===== config.mk =====
export PLATFORM = sky130hd
export DESIGN_NAME = irqv_top
export DESIGN_NICKNAME = d
export VERILOG_FILES = /design/src/rtl/irqv_pkg.sv /design/src/rtl/irqv_flag_bank.sv /design/src/rtl/irqv_enable_reg.sv /design/src/rtl/irqv_prio_enc.sv /design/src/rtl/irqv_top.sv
export SDC_FILE = /design/constraint.sdc
export NUM_CORES = 1
export LEC_CHECK = 0
export BUFFER_PORTS_ARGS = -buffer_cell sky130_fd_sc_hd__buf_2
export CORE_MARGIN = 4
export CORE_UTILIZATION = 49
export DETAILED_ROUTE_END_ITERATION = 12
export PLACE_DENSITY = 0.84
export SYNTH_ARGS = -nofsm -noshare
export SYNTH_HDL_FRONTEND = slang
export SYNTH_SLANG_ARGS = --single-unit

===== constraint.sdc =====
create_clock -name clk -period 1.75 [get_ports clk]
set_input_delay 0.35 -clock clk [delete_from_list [all_inputs] [get_ports clk]]
set_output_delay 0.35 -clock clk [all_outputs]
set_load 0.02 [all_outputs]

===== src/rtl/irqv_pkg.sv =====
package irqv_pkg;
  function automatic int unsigned vec_width(input int unsigned nch);
    return $clog2(2 * (nch + 1) + 1);
  endfunction
endpackage


===== src/rtl/irqv_flag_bank.sv =====
module irqv_flag_bank #(
  parameter int NB = 8
) (
  input  logic          clk,
  input  logic          rst,
  input  logic [NB-1:0] set_i,
  input  logic [NB-1:0] clr_i,
  output logic [NB-1:0] flag_q,
  output logic [NB-1:0] flag_d
);
  for (genvar i = 0; i < NB; i++) begin : g_flag
    always_comb flag_d[i] = set_i[i] | (flag_q[i] & ~clr_i[i]);

    always_ff @(posedge clk) begin
      if (rst) flag_q[i] <= 1'b0;
      else     flag_q[i] <= flag_d[i];
    end

    p_set_wins_r6: assert property (@(posedge clk) disable iff (rst)
      set_i[i] |=> flag_q[i]);
    p_clear_r5: assert property (@(posedge clk) disable iff (rst)
      (clr_i[i] && !set_i[i]) |=> !flag_q[i]);
    p_hold_r9: assert property (@(posedge clk) disable iff (rst)
      (!clr_i[i] && !set_i[i]) |=> $stable(flag_q[i]));
  end
endmodule


===== src/rtl/irqv_enable_reg.sv =====
module irqv_enable_reg #(
  parameter int NB = 8
) (
  input  logic          clk,
  input  logic          rst,
  input  logic          we,
  input  logic [NB-1:0] wdata,
  output logic [NB-1:0] en_q,
  output logic [NB-1:0] en_d
);
  always_comb en_d = we ? wdata : en_q;

  always_ff @(posedge clk) begin
    if (rst) en_q <= '0;
    else     en_q <= en_d;
  end

  p_en_write_r4: assert property (@(posedge clk) disable iff (rst)
    we |=> (en_q == $past(wdata)));
endmodule


===== src/rtl/irqv_prio_enc.sv =====
module irqv_prio_enc #(
  parameter int NB = 8,
  parameter int VW = 4
) (
  input  logic [NB-1:0] mask_i,
  output logic [VW-1:0] vec_o,
  output logic          any_o
);
  always_comb begin
    vec_o = '0;
    for (int i = NB - 1; i >= 1; i--) begin
      if (mask_i[i]) vec_o = VW'(2 * i);
    end
    any_o = |mask_i[NB-1:1];
  end
endmodule


===== src/rtl/irqv_top.sv =====
module irqv_top #(
  parameter int NCH = 6,
  localparam int NB = NCH + 2,
  localparam int VW = irqv_pkg::vec_width(NCH)
) (
  input  logic          clk,
  input  logic          rst,
  input  logic [NB-1:0] set_in,
  input  logic          en_we,
  input  logic [NB-1:0] en_wdata,
  input  logic          vec_rd,
  input  logic          ch0_ack,
  output logic [VW-1:0] vec_out,
  output logic          irq_out,
  output logic          ch0_irq
);
  logic [NB-1:0] flag_q, flag_d, en_q, en_d, clr, live;
  logic [VW-1:0] vec_d;
  logic          any_d;

  always_comb begin
    clr = '0;
    for (int i = 1; i < NB; i++) begin
      if (vec_rd && vec_out == VW'(2 * i)) clr[i] = 1'b1;
    end
    clr[0] = ch0_ack;
  end

  irqv_flag_bank #(.NB(NB)) u_flags (
    .clk(clk), .rst(rst), .set_i(set_in), .clr_i(clr),
    .flag_q(flag_q), .flag_d(flag_d)
  );

  irqv_enable_reg #(.NB(NB)) u_en (
    .clk(clk), .rst(rst), .we(en_we), .wdata(en_wdata),
    .en_q(en_q), .en_d(en_d)
  );

  always_comb live = flag_d & en_d;

  irqv_prio_enc #(.NB(NB), .VW(VW)) u_enc (
    .mask_i(live), .vec_o(vec_d), .any_o(any_d)
  );

  always_ff @(posedge clk) begin
    if (rst) begin
      vec_out <= '0;
      irq_out <= 1'b0;
      ch0_irq <= 1'b0;
    end else begin
      vec_out <= vec_d;
      irq_out <= any_d;
      ch0_irq <= live[0];
    end
  end

  p_even_r3: assert property (@(posedge clk) disable iff (rst)
    !vec_out[0] && (vec_out <= VW'(2 * (NB - 1))));
  p_irq_match_r7: assert property (@(posedge clk) disable iff (rst)
    irq_out == (vec_out != '0));
  p_one_clear_r5: assert property (@(posedge clk) disable iff (rst)
    $onehot0(clr[NB-1:1]));
  p_rd_zero_r9: assert property (@(posedge clk) disable iff (rst)
    (vec_rd && vec_out == '0 && set_in == '0 && !ch0_ack) |=> $stable(flag_q));
  p_ch0_r8: assert property (@(posedge clk) disable iff (rst)
    ch0_irq |-> (flag_q[0] && en_q[0]));
endmodule


==> flow_summary.ini <==
[run_status]
status = complete, no violations

[finish]
syn_to_final_growth_pct = 20.2
n_fill_cell = 163
diodes = 0
seq_area_um2 = 420
final_util_pct = 63.6
layout.nets = 148
multiInputGateArea_um2 = 473
drive_gt1_share_pct = 31.7

[place]
io_buffers = 25
dp_hpwl_mm = 1.65
gp_congestion = 0.859

[floorplan]
die_y_um = 51.6
rows = 15
start_util_pct = 52.9
num_io_pins = 27
core_area_um2 = 1760
fp.dieW_um = 51.6
dieArea_um2 = 2670

[routing]
top_layer_used = met4
drt-met1-wl_um = 884
drt-wirelength-per-cell_um = 14.1
viasPerCell = 5.43
drc = 0
vias = 820
routed-wl-met2_mm = 1.10
dr.pass1.iters = 4
drt_iter0_markers = 8
wl_met3_um = 101
drt-total-wl_mm = 2.13
ant_nets = 0

[setup_path]
critPathArrivalTime_ns = 1.89
worstPathRequired_ns = 1.97
path_max_fanout = 8
critPathKind = reg -> reg
end_kind = flop
start_kind = flop

[sta]
clock_skew_ns = 0.00665
finalMaxSlewViolations = 0
fin_crit_ns = 1.67
slew_headroom_pct = 64.5
fmax_mhz = 600
fin_crit_sh_pct = 95.2
fin_tns_setup_ns = 0
tightest_slew_ns = 0.528
rsz0062_at_grt = no
setup_viol = 0
whs_ns = 0.263
hold_viol = 0

[power_and_ir_drop]
p_leak_nw = 0.515
p_per_area_nw_per_um2 = 854
irDropWorstVdd_uv = 526

[logic_synthesis]
synth_cells = 98
synth_seq_cells = 21
synth.area.top_cells = dfxtp_1 45%, mux2i_1 6.4%, nor2_1 6.4%
synth_top_area_share_pct = 45.0
synthesis.area_um2 = 933
yosys-top-cells-count = 21 x dfxtp_1, 16 x nor2_1, 7 x a21oi_1, 6 x inv_1, 6 x mux2i_1
synth_edf_count = 0
yosys.cell_types.count = 34
ys.flop_type = dfxtp_1
syn_area_per_cell_um2 = 9.52
yosysMostFrequentCell = dfxtp_1
synth.net_count = 119
synthArstFlopShare_pct = 0
ys_seq_area_share_pct = 45.0
yosys.area.top_type = dfxtp_1
yosys_warnings = 0

[cts]
clk_latency_ns = 0.30
cts_tree = done
post_cts_buffers = 0
htree_levels = 1
cts-root-buf = clkbuf_4
clk_pin_slew_worst_paths_ns = 0.12
clock_path_buffers = 2
clock-sinks = 21
cts_hold_buf = 0
ctsResizeCount = 0
cts_buffers = 3

[global_routing]
grt_pass1_wl_mm = 3.48
antenna_found_initial = 0
grt_overflow_total = 0
grt_max_degree = 24
track_usage_pct = 17.4
first_global_vias = 817

[run]
cap_violations = 0

[worst_hold_path]
hp-class = in -> reg
[registers in the layout, summed over array words and instances (netlist names)]
register and count:
u_flags.flag_q 8, u_en.en_q 8, ch0_irq 1, irq_out 1
vec_out 3
[worst paths after layout]
kind,end,cells past startpoint,startpoint,slack [ns]
max,vec_out[2]$_SDFF_PP0_,4,vec_out[3]$_SDFF_PP0_,0.08
min,u_flags.flag_q[0]$_SDFF_PP0_,3,set_in[0],0.26
max reg2reg,vec_out[2]$_SDFF_PP0_,4,vec_out[3]$_SDFF_PP0_,0.08
min reg2reg,u_flags.flag_q[0]$_SDFF_PP0_,2,u_flags.flag_q[0]$_SDFF_PP0_,0.49
[power breakdown]
group / internal (W) / switching, W / leakage [nW]
clock: 0.0000852 / 0.000146 / 0.0177
combinational: 0.0000899 / 0.0000972 / 0.322
sequential: 0.000514 / 0.0000258 / 0.175
[layout make-up]
class	instances	area share [%]
well taps	25	2.79
clock inverters	1	0.446
flip-flops and latches	21	37.5
clock buffers	3	2.01
repair buffers	28	13.2
inverters	6	2.01
multi-input cells	67	42.1
[routing by layer]
layer,GRT usage [%],vias to the layer above
met2,31.1,24
met4,5.68,0
met1,19.5,382
met5,0,-
met3,5.16,6
li1,-,408
[metrics by stage]
step	worst slack (ns)	area, µm²	instances	total power, W
final	0.0833	1120	151	0.000959
after global routing	0.0224	1120	151	0.00102
after CTS	0.113	1120	151	0.000965
after detailed placement	0.0172	1090	147	0.000734
after global placement	0.121	1090	147	0.000725
after floorplan	0.167	933	98	0.000666
[worst max-delay path, stage by stage, from the launching register on]
cell and delay (ns):
dfxtp_1 0.39, and3_1 0.22, a311oi_1 0.50, o221ai_1 0.20, a211oi_1 0.28
[cell families after synthesis]
logic type      count (synthesis)  share of synthesized area [%]
buf+inv                        10                           4.83
flops                          21                           45.0
mux                             8                           9.25
compound gates                 22                           17.3
simple gates                   36                           23.2
other cells                     1                          0.402
[layout by cell type (no fill, tap or decap), types with 2 or more instances in the layout]
cell       instances
o211ai_1           2
nor2b_1            4
dfxtp_1           21
nand4bb_1          2
inv_1              6
nor2_1            16
o221ai_1           2
buf_2             25
or2_2              3
nand4b_1           2
a211oi_1           2
clkbuf_4           3
buf_4              3
or3_1              2
mux2i_1            6
a21oi_1            7
(Power assumes the default switching activity.)
